## config.mk

```make
export PLATFORM = sky130hd
export DESIGN_NAME = irq_vector_ctrl
export DESIGN_NICKNAME = d
export VERILOG_FILES = /design/src/rtl/irq_pkg.sv /design/src/rtl/irq_edge_route.sv /design/src/rtl/irq_state_regs.sv /design/src/rtl/irq_arbiter.sv /design/src/rtl/irq_vector_map.sv /design/src/rtl/irq_vector_ctrl.sv
export SDC_FILE = /design/constraint.sdc
export NUM_CORES = 1
export LEC_CHECK = 0
export ABC_CLOCK_PERIOD_IN_PS = 2600
export BUFFER_PORTS_ARGS = -buffer_cell sky130_fd_sc_hd__buf_2
export CAP_MARGIN = 20
export CORE_MARGIN = 5
export CORE_UTILIZATION = 39
export CTS_BUF_LIST = sky130_fd_sc_hd__clkbuf_16
export DETAILED_ROUTE_END_ITERATION = 6
export GPL_ROUTABILITY_DRIVEN = 1
export PLACE_DENSITY_LB_ADDON = 0.25
export REMOVE_ABC_BUFFERS = 1
export SLEW_MARGIN = 20
export SYNTH_ARGS = -nofsm -noshare
export SYNTH_HDL_FRONTEND = slang
export SYNTH_SLANG_ARGS = --single-unit
```

## constraint.sdc

```tcl
create_clock -name clk -period 2.6 [get_ports clk]
set_input_delay 0.26 -clock clk [delete_from_list [all_inputs] [get_ports clk]]
set_output_delay 0.26 -clock clk [all_outputs]
set_load 0.01 [all_outputs]
```

## src/rtl/irq_pkg.sv

```systemverilog
// Package: shared types of the interrupt controller.
package irq_pkg;

    // Register select encoding of the software access port.
    typedef enum logic [1:0] {
        SEL_PEND = 2'd0,
        SEL_MASK = 2'd1,
        SEL_PSEL = 2'd2,
        SEL_NONE = 2'd3
    } reg_sel_e;

    // Class of the arbitration winner, highest rank first in the arbiter.
    typedef enum logic [2:0] {
        WIN_NONE = 3'd0,
        WIN_TRAP = 3'd1,
        WIN_NMI  = 3'd2,
        WIN_PTS  = 3'd3,
        WIN_STD  = 3'd4
    } win_class_e;

endpackage

```

## src/rtl/irq_edge_route.sv

```systemverilog
// Module: irq_edge_route
// Turns request lines into one-cycle set pulses on their rising edges.
// Routes the serial receive and transmit flags onto the merged source or
// the split sources, depending on the merged source's enable bit.
// Assumes all inputs are synchronous to clk.
module irq_edge_route #(
    parameter int NUM_SRC = 16,
    parameter int SER_CMB = 6,
    parameter int SER_TX  = 8,
    parameter int SER_RX  = 9
) (
    input  logic               clk,
    input  logic               rst_n,
    input  logic [NUM_SRC-1:0] src_req,
    input  logic               ser_rx_flag,
    input  logic               ser_tx_flag,
    input  logic [1:0]         trap_in,
    input  logic               cmb_enable,
    output logic [NUM_SRC-1:0] set_vec,
    output logic [1:0]         trap_rise
);

    logic [NUM_SRC-1:0] src_prev;
    logic [1:0]         trap_prev;
    logic               rx_prev;
    logic               tx_prev;
    logic               rx_rise;
    logic               tx_rise;

    // Remember last-cycle levels of every monitored line.
    always_ff @(posedge clk) begin
        if (!rst_n) begin
            src_prev  <= '0;
            trap_prev <= '0;
            rx_prev   <= 1'b0;
            tx_prev   <= 1'b0;
        end else begin
            src_prev  <= src_req;
            trap_prev <= trap_in;
            rx_prev   <= ser_rx_flag;
            tx_prev   <= ser_tx_flag;
        end
    end

    assign rx_rise   = ser_rx_flag & ~rx_prev;
    assign tx_rise   = ser_tx_flag & ~tx_prev;
    assign trap_rise = trap_in & ~trap_prev;

    // Build set pulses per source, folding in the serial routing.
    generate
        for (genvar i = 0; i < NUM_SRC; i++) begin : g_set
            if (i == SER_CMB) begin : g_cmb
                assign set_vec[i] = (src_req[i] & ~src_prev[i])
                                  | (cmb_enable & (rx_rise | tx_rise));
            end else if (i == SER_RX) begin : g_rx
                assign set_vec[i] = (src_req[i] & ~src_prev[i])
                                  | (~cmb_enable & rx_rise);
            end else if (i == SER_TX) begin : g_tx
                assign set_vec[i] = (src_req[i] & ~src_prev[i])
                                  | (~cmb_enable & tx_rise);
            end else begin : g_plain
                assign set_vec[i] = src_req[i] & ~src_prev[i];
            end
        end
    endgenerate

endmodule

```

## src/rtl/irq_state_regs.sv

```systemverilog
// Module: irq_state_regs
// Holds the pending, enable, fast-path and trap flag registers.
// Serves the software access port. Edge sets take precedence over
// writes and acknowledge clears in the same cycle.
// Assumes set and clear vectors are single-cycle pulses.
module irq_state_regs
    import irq_pkg::*;
#(
    parameter int NUM_SRC = 16
) (
    input  logic               clk,
    input  logic               rst_n,
    input  logic [NUM_SRC-1:0] set_vec,
    input  logic [NUM_SRC-1:0] clr_vec,
    input  logic [1:0]         trap_rise,
    input  logic [1:0]         trap_clr,
    input  logic               reg_wr,
    input  logic [1:0]         reg_sel,
    input  logic [NUM_SRC-1:0] reg_wdata,
    output logic [NUM_SRC-1:0] reg_rdata,
    output logic [NUM_SRC-1:0] pend_q,
    output logic [NUM_SRC-1:0] mask_q,
    output logic [NUM_SRC-1:0] psel_q,
    output logic [1:0]         trap_q
);

    reg_sel_e           sel;
    logic [NUM_SRC-1:0] pend_base;
    logic               wr_pend;
    logic               wr_mask;
    logic               wr_psel;

    assign sel     = reg_sel_e'(reg_sel);
    assign wr_pend = reg_wr && (sel == SEL_PEND);
    assign wr_mask = reg_wr && (sel == SEL_MASK);
    assign wr_psel = reg_wr && (sel == SEL_PSEL);

    // Pick the pending value before clears and sets are applied.
    always_comb begin
        pend_base = wr_pend ? reg_wdata : pend_q;
    end

    // Update all controller state each cycle.
    always_ff @(posedge clk) begin
        if (!rst_n) begin
            pend_q <= '0;
            mask_q <= '0;
            psel_q <= '0;
            trap_q <= '0;
        end else begin
            pend_q <= (pend_base & ~clr_vec) | set_vec;
            if (wr_mask) mask_q <= reg_wdata;
            if (wr_psel) psel_q <= reg_wdata;
            trap_q <= (trap_q & ~trap_clr) | trap_rise;
        end
    end

    // Return the selected register on the read port.
    always_comb begin
        unique case (sel)
            SEL_PEND: reg_rdata = pend_q;
            SEL_MASK: reg_rdata = mask_q;
            SEL_PSEL: reg_rdata = psel_q;
            default:  reg_rdata = '0;
        endcase
    end

endmodule

```

## src/rtl/irq_arbiter.sv

```systemverilog
// Module: irq_arbiter
// Chooses the interrupt to present. Order: traps (unimplemented first),
// the non-maskable top source, fast-path class, ordinary class. Within
// a class the highest number wins. Purely combinational.
module irq_arbiter
    import irq_pkg::*;
#(
    parameter int NUM_SRC = 16,
    localparam int IDX_W  = $clog2(NUM_SRC),
    localparam int NMI    = NUM_SRC - 1
) (
    input  logic [NUM_SRC-1:0] pend,
    input  logic [NUM_SRC-1:0] mask,
    input  logic [NUM_SRC-1:0] psel,
    input  logic [1:0]         trap,
    output win_class_e         win_class,
    output logic [IDX_W-1:0]   win_idx,
    output logic               win_soft
);

    logic [NUM_SRC-1:0] nmi_bit;
    logic [NUM_SRC-1:0] pts_cand;
    logic [NUM_SRC-1:0] std_cand;
    logic [IDX_W-1:0]   pts_idx;
    logic [IDX_W-1:0]   std_idx;

    assign nmi_bit  = NUM_SRC'(1) << NMI;
    assign pts_cand = pend & mask & psel & ~nmi_bit;
    assign std_cand = pend & mask & ~psel & ~nmi_bit;

    // Highest-numbered fast-path candidate (later match overrides).
    always_comb begin
        pts_idx = '0;
        for (int i = 0; i < NUM_SRC; i++) begin
            if (pts_cand[i]) pts_idx = IDX_W'(i);
        end
    end

    // Highest-numbered ordinary candidate.
    always_comb begin
        std_idx = '0;
        for (int i = 0; i < NUM_SRC; i++) begin
            if (std_cand[i]) std_idx = IDX_W'(i);
        end
    end

    // Rank the classes and select the winner.
    always_comb begin
        win_class = WIN_NONE;
        win_idx   = '0;
        win_soft  = 1'b0;
        if (trap != 2'b00) begin
            win_class = WIN_TRAP;
            win_soft  = ~trap[0];
        end else if (pend[NMI]) begin
            win_class = WIN_NMI;
            win_idx   = IDX_W'(NMI);
        end else if (pts_cand != '0) begin
            win_class = WIN_PTS;
            win_idx   = pts_idx;
        end else if (std_cand != '0) begin
            win_class = WIN_STD;
            win_idx   = std_idx;
        end
    end

endmodule

```

## src/rtl/irq_vector_map.sv

```systemverilog
// Module: irq_vector_map
// Converts the winner class and number into a vector address.
// The ordinary table is split into a low bank and a high bank.
// The fast-path table is one contiguous bank. Entries are 2 bytes apart.
module irq_vector_map
    import irq_pkg::*;
#(
    parameter int          NUM_SRC     = 16,
    parameter int          VEC_W       = 16,
    parameter int          LO_CNT      = 8,
    parameter logic [15:0] LO_BASE     = 16'h2000,
    parameter logic [15:0] HI_BASE     = 16'h2030,
    parameter logic [15:0] PTS_BASE    = 16'h2040,
    parameter logic [15:0] VEC_UNIMPL  = 16'h2012,
    parameter logic [15:0] VEC_SOFT    = 16'h2010,
    localparam int         IDX_W       = $clog2(NUM_SRC)
) (
    input  win_class_e       win_class,
    input  logic [IDX_W-1:0] win_idx,
    input  logic             win_soft,
    output logic [VEC_W-1:0] vec
);

    logic [VEC_W-1:0] off_n;
    logic [VEC_W-1:0] off_hi;
    logic [IDX_W-1:0] hi_idx;

    assign hi_idx = win_idx - IDX_W'(LO_CNT);
    assign off_n  = VEC_W'({win_idx, 1'b0});
    assign off_hi = VEC_W'({hi_idx, 1'b0});

    // Form the vector address for the winning event.
    always_comb begin
        unique case (win_class)
            WIN_TRAP: vec = win_soft ? VEC_W'(VEC_SOFT) : VEC_W'(VEC_UNIMPL);
            WIN_PTS:  vec = VEC_W'(PTS_BASE) + off_n;
            WIN_NMI, WIN_STD:
                vec = (int'(win_idx) < LO_CNT) ? VEC_W'(LO_BASE) + off_n
                                               : VEC_W'(HI_BASE) + off_hi;
            default:  vec = '0;
        endcase
    end

endmodule

```

## src/rtl/irq_vector_ctrl.sv

```systemverilog
// Module: irq_vector_ctrl (top)
// Prioritized vectored interrupt controller. Captures source edges,
// holds pending/enable/fast-path state, arbitrates and presents a vector.
// An acknowledge clears the presented event. Outputs are combinational
// from registered state. svc_ack is honoured only while irq_req is high.
module irq_vector_ctrl
    import irq_pkg::*;
#(
    parameter int          NUM_SRC    = 16,
    parameter int          VEC_W      = 16,
    parameter int          LO_CNT     = 8,
    parameter int          SER_CMB    = 6,
    parameter int          SER_TX     = 8,
    parameter int          SER_RX     = 9,
    parameter logic [15:0] LO_BASE    = 16'h2000,
    parameter logic [15:0] HI_BASE    = 16'h2030,
    parameter logic [15:0] PTS_BASE   = 16'h2040,
    parameter logic [15:0] VEC_UNIMPL = 16'h2012,
    parameter logic [15:0] VEC_SOFT   = 16'h2010
) (
    input  logic               clk,
    input  logic               rst_n,
    input  logic [NUM_SRC-1:0] src_req,
    input  logic               ser_rx_flag,
    input  logic               ser_tx_flag,
    input  logic               trap_unimpl,
    input  logic               trap_soft,
    input  logic               reg_wr,
    input  logic [1:0]         reg_sel,
    input  logic [NUM_SRC-1:0] reg_wdata,
    output logic [NUM_SRC-1:0] reg_rdata,
    input  logic               svc_ack,
    output logic               irq_req,
    output logic [VEC_W-1:0]   irq_vec,
    output logic               irq_pts,
    output logic               irq_trap
);

    localparam int IDX_W = $clog2(NUM_SRC);

    logic [NUM_SRC-1:0] set_vec;
    logic [NUM_SRC-1:0] clr_vec;
    logic [1:0]         trap_rise;
    logic [1:0]         trap_clr;
    logic [NUM_SRC-1:0] pend_w;
    logic [NUM_SRC-1:0] mask_w;
    logic [NUM_SRC-1:0] psel_w;
    logic [1:0]         trap_w;
    win_class_e         win_class;
    logic [IDX_W-1:0]   win_idx;
    logic               win_soft;
    logic               take;

    irq_edge_route #(
        .NUM_SRC(NUM_SRC), .SER_CMB(SER_CMB), .SER_TX(SER_TX), .SER_RX(SER_RX)
    ) u_edge (
        .clk        (clk),
        .rst_n      (rst_n),
        .src_req    (src_req),
        .ser_rx_flag(ser_rx_flag),
        .ser_tx_flag(ser_tx_flag),
        .trap_in    ({trap_soft, trap_unimpl}),
        .cmb_enable (mask_w[SER_CMB]),
        .set_vec    (set_vec),
        .trap_rise  (trap_rise)
    );

    irq_state_regs #(.NUM_SRC(NUM_SRC)) u_regs (
        .clk      (clk),
        .rst_n    (rst_n),
        .set_vec  (set_vec),
        .clr_vec  (clr_vec),
        .trap_rise(trap_rise),
        .trap_clr (trap_clr),
        .reg_wr   (reg_wr),
        .reg_sel  (reg_sel),
        .reg_wdata(reg_wdata),
        .reg_rdata(reg_rdata),
        .pend_q   (pend_w),
        .mask_q   (mask_w),
        .psel_q   (psel_w),
        .trap_q   (trap_w)
    );

    irq_arbiter #(.NUM_SRC(NUM_SRC)) u_arb (
        .pend     (pend_w),
        .mask     (mask_w),
        .psel     (psel_w),
        .trap     (trap_w),
        .win_class(win_class),
        .win_idx  (win_idx),
        .win_soft (win_soft)
    );

    irq_vector_map #(
        .NUM_SRC(NUM_SRC), .VEC_W(VEC_W), .LO_CNT(LO_CNT),
        .LO_BASE(LO_BASE), .HI_BASE(HI_BASE), .PTS_BASE(PTS_BASE),
        .VEC_UNIMPL(VEC_UNIMPL), .VEC_SOFT(VEC_SOFT)
    ) u_map (
        .win_class(win_class),
        .win_idx  (win_idx),
        .win_soft (win_soft),
        .vec      (irq_vec)
    );

    assign irq_req  = (win_class != WIN_NONE);
    assign irq_trap = (win_class == WIN_TRAP);
    assign irq_pts  = (win_class == WIN_PTS);
    assign take     = svc_ack && irq_req;

    // Translate an acknowledge into a clear of the served event.
    always_comb begin
        clr_vec  = '0;
        trap_clr = 2'b00;
        if (take) begin
            if (win_class == WIN_TRAP) begin
                trap_clr = win_soft ? 2'b10 : 2'b01;
            end else begin
                clr_vec = NUM_SRC'(1) << win_idx;
            end
        end
    end

endmodule

```

==> out/summary.txt, run 1 <==
count leader, synth - nand2_1
Worst Setup Start Kind - flop
total routed wirelength - 11.8 mm
first drt pass iteration count - 5
Area after DPL - 0.00432 mm2
Worst EP required - 2.34 ns
Post-synth EDFFs - 0
cell taking the most area after synthesis - dfxtp_1
vias in the first global route - 3,673
antenna-violating nets left - 0
critical path launch point - u_regs.pend_q[3]$_SDFF_PN0_
register bit total from synthesis - 70
Synth-to-Final Area Change - 23.0%
Max Clk Rate - 396 MHz
Max Cap Violations - 0
WP buf/inv - 3
Final GP Congestion - 0.888
average size of a mapped cell - 7.97 um2
CTS tree - built
Avg WL per Cell - 17.1 um
Post-Layout Inst Area - 0.00469 mm2
Post-synth ARST share - 0
reg2reg end - u_regs.pend_q[3]$_SDFF_PN0_
total gr overflow - 0
slowest cell on the critical path - o2bb2ai_2
final setup fails - 0
placed insts - 673
worst r2r src - u_regs.psel_q[9]$_SDFFE_PN0P_
WS Path Type - reg -> out
via count - 3,728
clk root buf - clkbuf_16
RSZ-0062 raised after global routing - yes
static leakage - 1.99 nW
clk_lat worst skew - 0.33 ns
Ports - 77
Post-synth top cells - 102 x nand2_1, 70 x dfxtp_1, 44 x a21oi_1
CP Depth - 8
Slew @ Worst Pin - 0.615 ns
pin count of the biggest net entering global routing - 45
I/O Buffers - 67
CP arrival - 2.27 ns
Syn Std Cell Area - 0.00381 mm2
CTS H-tree lvls - 3
Main synth FF type - dfxtp_1
initial DRC count - 302
Core Area - 0.00964 mm2
CTS clk-pin slew, worst paths - 0.06 ns
Cell Count, Final, Fillers Out - 691
Initial Utilization - 0.395
Die W - 109 um
number of hold violations in the final report - 0
reg2reg setup slack - 0.12 ns
Worst Hold Class - in -> reg
die area - 0.0118 mm2
post-synthesis sequential area ratio - 0.368
CP top delay family - simple AND/OR/NAND/NOR gates
hold path start - src_req[7]
# rows - 36
CTS buffer count - 9
post-synth top area share - 0.368
CP cell instances - nand3_1 -> nand4_1 -> nor2_1 -> a31oi_1 -> o2bb2ai_2 -> buf_4 -> inv_1 -> buf_2
HPWL Detailed - 8.54 mm
status - completed
ant diodes - 0
CP peak stage delay - 0.42 ns
path depth of the worst reg2reg path - 8
min Tclk post-route - 2.53 ns
share of cells above drive strength 1 - 0.233
Peak supply drop - 0.000351 V
Final #Nets - 595
crit end category - output port
clk_skew - 0.00659 ns
fin crit share - 0.972
CP Max Fanout - 8
global-route usage over all layers - 0.205
Pins Over Slew Limit - 0
first-pass GRT wire length - 18.6 mm
setup ws final - 0.0734 ns
DRC - 0
relative slew slack - 0.590
via density per instance - 5.40
worst setup path endpoint - irq_vec[2]
Max Buffers Root-to-Sink - 2
Die Ht - 109 um
clock tree sinks - 70
antenna violations before repair - 0
synth warn - 0
Syn Inst Count - 478
pre-CTS WS - 0.0202 ns
Pwr Total - 2.99 mW
Unique masters post-synth - 58
Synth area leaders - dfxtp_1 37%, nand2_1 10%, mux2i_1 7.1%
Power Dens Cells - 638 mW/mm2
-- worst min-delay path by stage --
stage | to | slack, ns | cells after the start
after floorplan | u_edge.src_prev[11]$_SDFF_PN0_ | 0.37 | 2
after global placement | u_regs.pend_q[3]$_SDFF_PN0_ | 0.40 | 1
after detailed placement | u_regs.pend_q[15]$_SDFF_PN0_ | 0.40 | 1
after CTS | u_edge.src_prev[7]$_SDFF_PN0_ | 0.13 | 3
after global routing | u_edge.src_prev[13]$_SDFF_PN0_ | 0.14 | 2
final | u_edge.src_prev[7]$_SDFF_PN0_ | 0.13 | 3
-- sequential cells by signal, summed over array words and instances, names as in the netlist --
register	flops
u_edge.tx_prev	1
u_regs.pend_q	16
u_regs.mask_q	16
u_edge.src_prev	16
u_edge.trap_prev	2
u_edge.rx_prev	1
u_regs.trap_q	2
u_regs.psel_q	16
-- per-layer routing --
metal / vias up / track usage / routed length (um)
li1: 1810 / - / -
met1: 1757 / 0.260 / 5220
met2: 134 / 0.339 / 5430
met3: 27 / 0.0515 / 873
met4: 0 / 0.0703 / 294
met5: - / 0 / 0
-- timing repair --
action / in CTS / in global routing
hold buffers: 0 / 0
setup buffers: 1 / 1
pin swaps: 1 / 3
gates resized for setup: 2 / 3
setup endpoints to repair: 3 / 5
-- cells by family after synthesis --
| logic type | synth area share |
|---|---|
| and+or+nand+nor | 0.312 |
| other | 0.000984 |
| AOI/OAI and AO/OA | 0.171 |
| DFF | 0.368 |
| muxes | 0.0857 |
| buffers and inverters | 0.0624 |
-- cell type report --
class                           instances  area [um2]
Inverter                               14        52.6
Clock inverter                          7        96.3
Multi-Input combinational cell        367        2230
Tap cell                              133         166
Clock buffer                            9         225
Sequential cell                        70        1400
Timing Repair Buffer                   91         515
Fill cell                             990        4950
-- where the power goes --
group	internal (mW)	switching (mW)
clock network	0.843	0.488
logic	0.200	0.276
registers	1.13	0.0515
total	2.18	0.816
-- worst register-to-register path, delay by kind of cell (launching register included) --
kind	cells	cell delay (ns)
AOI/OAI and AO/OA	2	0.27
buffers and inverters	1	0.16
and+or+nand+nor	5	1.54
DFF	1	0.38
-- layout by cell type, fill, tap and decap left out, drive strengths merged, types with 11 or more instances in the layout --
cell type | Yosys | final
nand3b | 13 | 13
inv | 13 | 15
nand2b | 11 | 11
o21ai | 28 | 28
buf | 17 | 91
a21oi | 44 | 44
and2 | 18 | 18
nand2 | 102 | 102
nand3 | 19 | 19
dfxtp | 70 | 70
mux2i | 27 | 27
-- per-stage QoR --
step	setup TNS, ns	hold slack, ns	utilization
floorplan	0	0.372	-
global placement	-0.0130	0.398	0.448
detailed placement	0	0.404	0.448
CTS	0	0.130	0.484
global route	-0.0985	0.136	0.486
finish	0	0.130	0.486
Power figures use the tool's default switching activity.
==> run 2: changes to the inputs <==
--- a/config.mk
+++ b/config.mk
@@ -9,7 +9,7 @@
 export BUFFER_PORTS_ARGS = -buffer_cell sky130_fd_sc_hd__buf_2
 export CAP_MARGIN = 20
 export CORE_MARGIN = 5
-export CORE_UTILIZATION = 39
+export CORE_UTILIZATION = 55
 export CTS_BUF_LIST = sky130_fd_sc_hd__clkbuf_16
 export DETAILED_ROUTE_END_ITERATION = 6
 export GPL_ROUTABILITY_DRIVEN = 1
==> run 2 against run 1 <==
Against the previous run:
- cell count shrank 9.0%
- wire length down 4.8%
- sequential cell count unchanged
- hold slack improved by 0.0069 ns
- worst setup slack improved by 0.066 ns
- largest cell class unchanged
- largest power group unchanged
- highest routed layer unchanged
==> out/summary.txt, run 2 (synthesized netlist as in run 1, its figures left out) <==
die area - 0.00869 mm2 (-27%)
crit end category - output port
Worst Hold Class - in -> reg
pin count of the biggest net entering global routing - 45 (unchanged)
Peak supply drop - 0.000370 V (+5.4%)
WS Path Type - reg -> out
I/O Buffers - 67 (unchanged)
Die W - 93.2 um (-14%)
HPWL Detailed - 7.82 mm (-8.4%)
hold_buf cts - 0 (unchanged)
slowest cell on the critical path - dfxtp_1
clk root buf - clkbuf_16
Initial Utilization - 0.564 (+0.169)
via count - 3,757 (+0.78%)
RSZ-0062 raised after global routing - no
Worst EP required - 2.34 ns (about the same)
most common cell after layout, fill and taps aside - nand2_1
Ports - 77 (unchanged)
ant diodes - 0 (unchanged)
DRC - 0 (unchanged)
vias in the first global route - 3,664 (-0.25%)
first drt pass iteration count - 4 (-1)
Final GP Congestion - 0.941 (+6.0%)
worst hold slack - 0.137 ns (+0.00691 ns)
relative slew slack - 0.581 (-0.00866)
fin crit share - 0.946 (-0.0254)
Multi-input gate area - 0.00222 mm2 (-0.39%)
Core Area - 0.00676 mm2 (-30%)
Max Cap Violations - 0 (unchanged)
CP cell instances - a31oi_1 -> nand3_1 -> nor4_4 -> o21ai_0 -> o21ai_1 -> buf_4 -> nand2b_1 -> buf_2
commonest non-fill, non-tap cells in the layout - 102 x nand2_1, 70 x dfxtp_1, 67 x buf_2
Max Buffers Root-to-Sink - 2 (unchanged)
Max Clk Rate - 406 MHz (+2.7%)
static leakage - 1.95 nW (-2.1%)
CTS buffer count - 9 (unchanged)
Net Sw Power - 780 uW (-4.4%)
number of hold violations in the final report - 0 (unchanged)
global-route usage over all layers - 0.268 (+0.0627)
first-pass GRT wire length - 18.2 mm (-2.1%)
Clock power frac - 0.422 (-0.023)
setup TNS - 0 ns (unchanged)
CTS H-tree lvls - 3 (unchanged)
clk_skew - 0.00665 ns (+0.0000574 ns)
setup ws final - 0.140 ns (+0.0661 ns)
CP Max Fanout - 8 (unchanged)
CP peak stage delay - 0.39 ns (-0.03 ns)
Die Ht - 93.2 um (-14%)
Worst Setup Start Kind - flop
CP top delay family - compound AO/OA/AOI/OAI gates
clk_lat worst skew - 0.33 ns (about the same)
register area - 0.00140 mm2 (unchanged)
Avg WL per Cell - 17.9 um (+4.6%)
sequential share of power - 0.418 (+0.022)
clock tree sinks - 70 (unchanged)
# rows - 30 (-17%)
CP arrival - 2.20 ns (-0.07 ns)
Pins Over Slew Limit - 0 (unchanged)
share of cells above drive strength 1 - 0.217 (-0.0162)
WP buf/inv - 2 (-1)
final setup fails - 0 (unchanged)
Post-Layout Inst Area - 0.00451 mm2 (-3.7%)
via density per instance - 5.97 (+11%)
min Tclk post-route - 2.46 ns (-0.0661 ns)
CTS clk-pin slew, worst paths - 0.05 ns (about the same)
status - completed
initial DRC count - 243 (-20%)
Slew @ Worst Pin - 0.628 ns (+0.0130 ns)
Combinational Power Share - 0.160 (about the same)
antenna violations before repair - 0 (unchanged)
Final #Nets - 586 (-1.5%)
antenna-violating nets left - 0 (unchanged)
Synth-to-Final Area Change - 18.5%
CTS tree - built
Area after DPL - 0.00420 mm2 (-2.9%)
Sw Ratio - 0.275 (+0.00203)
cell-internal power - 2.06 mW (-5.4%)
total gr overflow - 0 (unchanged)
Power Dens Cells - 629 mW/mm2 (-1.4%)
filler instances - 586 (-41%)
pre-CTS WS - 0.278 ns (+0.258 ns)
total routed wirelength - 11.2 mm (-4.8%)
-- run 2: final timing paths --
| kind | endpoint | from | slack [ns] | depth (start not counted) |
|---|---|---|---|---|
| max | irq_vec[1] | u_regs.pend_q[15]$_SDFF_PN0_ | 0.14 | 8 |
| min | u_edge.src_prev[7]$_SDFF_PN0_ | src_req[7] | 0.14 | 3 |
| max reg2reg | u_regs.pend_q[10]$_SDFF_PN0_ | u_regs.mask_q[7]$_SDFFE_PN0P_ | 0.25 | 7 |
| min reg2reg | u_regs.pend_q[7]$_SDFF_PN0_ | u_edge.src_prev[7]$_SDFF_PN0_ | 0.40 | 1 |
-- run 2: repair_timing --
action	4_1_cts	5_1_grt
gates resized for setup	0	4
buffers inserted	0	1
endpoints found under the hold margin	0	0
endpoints found under the setup margin	0	2
-- run 2: through the flow --
step,utilization,power [mW],cells
2_1_floorplan,-,1.45,451
3_3_place_gp,0.621,1.64,612
3_5_place_dp,0.621,1.65,612
4_1_cts,0.664,2.84,628
5_1_grt,0.668,2.95,629
6_report,0.668,2.84,629
-- run 2: tightest hold or removal path, delay by kind of cell --
kind                   cells  cell delay, ns
buffers and inverters      2            0.12
AND/OR/NAND/NOR            1            0.06
-- run 2: power by group through the flow --
stage	registers, mW	logic [mW]	clock network (mW)
6_report	1.19	0.454	1.20
5_1_grt	1.19	0.497	1.26
4_1_cts	1.18	0.445	1.21
3_5_place_dp	1.21	0.441	0
3_3_place_gp	1.20	0.435	0
2_1_floorplan	1.19	0.257	0
-- run 2: final cells by class --
class,instances,share of cell area
inverters,14,0.0116
clock buffers,9,0.0499
multi-input cells,367,0.492
clock inverters,7,0.0144
flip-flops and latches,70,0.310
well taps,80,0.0222
repair buffers,82,0.0992
-- run 2: routing by layer --
metal  up-vias  wire length, um  GRT usage
met3        31              913     0.0491
met4         0              284      0.115
li1       1797                -          -
met2       156             5210      0.429
met5         -                0          0
met1      1773             4830      0.351
==> run 3: changes to the inputs <==
--- a/config.mk
+++ b/config.mk
@@ -13,7 +13,7 @@
 export CTS_BUF_LIST = sky130_fd_sc_hd__clkbuf_16
 export DETAILED_ROUTE_END_ITERATION = 6
 export GPL_ROUTABILITY_DRIVEN = 1
-export PLACE_DENSITY_LB_ADDON = 0.25
+export PLACE_DENSITY = 0.79
 export REMOVE_ABC_BUFFERS = 1
 export SLEW_MARGIN = 20
 export SYNTH_ARGS = -nofsm -noshare
==> run 3 against run 2 <==
Against the previous run:
- via count is essentially flat
- worst setup slack lost 0.029 ns
- hold slack lost 0.0067 ns
- count of clock-buffer cells in the layout is the same
- critical path type unchanged
- critical endpoint is now irq_vec[2]
==> out/summary.txt, run 3 (synthesized netlist as in run 1, its figures left out) <==
Worst EP required - 2.34 ns (about the same)
CTS buffer count - 9 (unchanged)
clk_lat worst skew - 0.33 ns (about the same)
CP arrival - 2.23 ns (+0.03 ns)
Core Area - 0.00676 mm2 (unchanged)
post-layout util - 0.669 (+0.00130)
antenna-violating nets left - 0 (unchanged)
Final GP Congestion - 0.939 (-0.22%)
fin crit share - 0.958 (+0.0112)
CTS clk-pin slew, worst paths - 0.06 ns (about the same)
# rows - 30 (unchanged)
Max Cap Violations - 0 (unchanged)
relative slew slack - 0.459 (-0.122)
Initial Utilization - 0.564 (unchanged)
die area - 0.00869 mm2 (unchanged)
Avg WL per Cell - 17.7 um (-0.98%)
Max Buffers Root-to-Sink - 2 (unchanged)
status - completed
Max Clk Rate - 402 MHz (-1.2%)
Peak supply drop - 0.000421 V (+14%)
Final #Nets - 586 (unchanged)
Worst Setup Start Kind - flop
Worst Hold Class - in -> reg
CTS tree - built
total gr overflow - 0 (unchanged)
static leakage - 1.95 nW (about the same)
first-pass GRT wire length - 18.2 mm (+0.11%)
slowest cell on the critical path - dfxtp_1
setup TNS - 0 ns (unchanged)
Die W - 93.2 um (unchanged)
clock tree sinks - 70 (unchanged)
CP top delay family - compound AO/OA/AOI/OAI gates
clk_skew - 0.00781 ns (+0.00116 ns)
I/O Buffers - 67 (unchanged)
most common cell after layout, fill and taps aside - nand2_1
vias in the first global route - 3,651 (-0.35%)
worst hold slack - 0.130 ns (-0.00666 ns)
DRC - 0 (unchanged)
Synth-to-Final Area Change - 18.7%
share of cells above drive strength 1 - 0.215 (-0.00182)
antenna violations before repair - 0 (unchanged)
pin count of the biggest net entering global routing - 45 (unchanged)
via count - 3,760 (+0.080%)
min Tclk post-route - 2.49 ns (+0.0290 ns)
global-route usage over all layers - 0.266 (-0.00154)
first drt pass iteration count - 5 (+1)
CP Max Fanout - 12 (+4)
CTS H-tree lvls - 3 (unchanged)
initial DRC count - 323 (+33%)
ant diodes - 0 (unchanged)
filler instances - 580 (-1.0%)
Die Ht - 93.2 um (unchanged)
crit end category - output port
commonest non-fill, non-tap cells in the layout - 102 x nand2_1, 69 x dfxtp_1, 67 x buf_2
Ports - 77 (unchanged)
WS Path Type - reg -> out
clk root buf - clkbuf_16
total routed wirelength - 11.1 mm (-0.98%)
via density per instance - 5.98 (about the same)
Power Dens Cells - 649 mW/mm2 (+3.2%)
RSZ-0062 raised after global routing - no
CP cell instances - nand3b_1 -> o2111ai_1 -> nor2_2 -> a221oi_1 -> o2bb2ai_1 -> buf_4 -> inv_1 -> buf_2
Slew @ Worst Pin - 0.811 ns (+0.183 ns)
number of hold violations in the final report - 0 (unchanged)
Pins Over Slew Limit - 0 (unchanged)
WP buf/inv - 3 (+1)
CP peak stage delay - 0.42 ns (+0.03 ns)
final setup fails - 0 (unchanged)
HPWL Detailed - 7.91 mm (+1.2%)
run 3: changes by cell type in the layout (fill, tap and decap cells not counted):
cell / previous run / this run
inv_6: 1 / 0
dfxtp_2: 0 / 1
a311oi_2: 1 / 0
o2111ai_2: 1 / 0
nand3_2: 4 / 3
a311oi_1: 1 / 2
o2111ai_1: 1 / 2
clkinv_1: 2 / 1
dfxtp_1: 70 / 69
bufinv_16: 1 / 2
clkinvlp_4: 0 / 1
nand3_1: 15 / 16
run 3: layer usage:
layer,global-route usage,up-vias,wire (um)
li1,-,1798,-
met1,0.344,1742,4660
met2,0.435,189,5230
met3,0.0523,31,979
met4,0.105,0,267
met5,0,-,0
run 3: final cells by class:
cell class | instances | area, um2 | area share
multi-input cells | 367 | 2200 | 0.487
inverters | 14 | 52.6 | 0.0116
repair buffers | 82 | 448 | 0.0990
clock buffers | 9 | 225 | 0.0498
flip-flops and latches | 70 | 1400 | 0.310
well taps | 80 | 100 | 0.0221
clock inverters | 7 | 90.1 | 0.0199
run 3: path summary, 6_finish.rpt:
path | start | endpoint | slack (ns) | cells after the start
hold / removal | src_req[7] | u_edge.src_prev[7]$_SDFF_PN0_ | 0.13 | 3
setup / recovery | u_regs.psel_q[5]$_SDFFE_PN0P_ | irq_vec[2] | 0.11 | 8
hold reg to reg | u_edge.src_prev[15]$_SDFF_PN0_ | u_regs.pend_q[15]$_SDFF_PN0_ | 0.41 | 1
setup reg to reg | u_regs.mask_q[6]$_SDFFE_PN0P_ | u_regs.pend_q[11]$_SDFF_PN0_ | 0.18 | 8
run 3: where the power goes:
group          internal [mW]  total (mW)  leakage [nW]  switching (mW)
Sequential              1.13        1.18         0.578          0.0514
Combinational          0.189       0.455          1.22           0.266
Clock                  0.834        1.29         0.157           0.461
run 3: timing repair:
item | CTS | global route
setup buffers | 0 | 1
pin swaps | 0 | 1
resized for setup | 1 | 1
setup endpoints to repair | 1 | 2
hold buffers | 0 | 0
run 3: metrics by stage:
stage	power [mW]	setup WS, ns	cell area, um2	std cells
after floorplan	1.45	0.615	3660	451
after global placement	1.64	0.200	4200	612
after global routing	3.05	0.0228	4520	629
after CTS	2.93	0.0372	4510	628
final	2.93	0.110	4520	629
after detailed placement	1.65	0.140	4200	612
run 3: worst reg2reg max path, stage by stage, from the launching register on:
cell	delay (ns)
dfxtp_2	0.42
nand2_1	0.12
o2111ai_1	0.35
nor2_2	0.14
a221oi_1	0.37
o2bb2ai_1	0.10
buf_4	0.19
nor4_1	0.44
o32ai_1	0.16
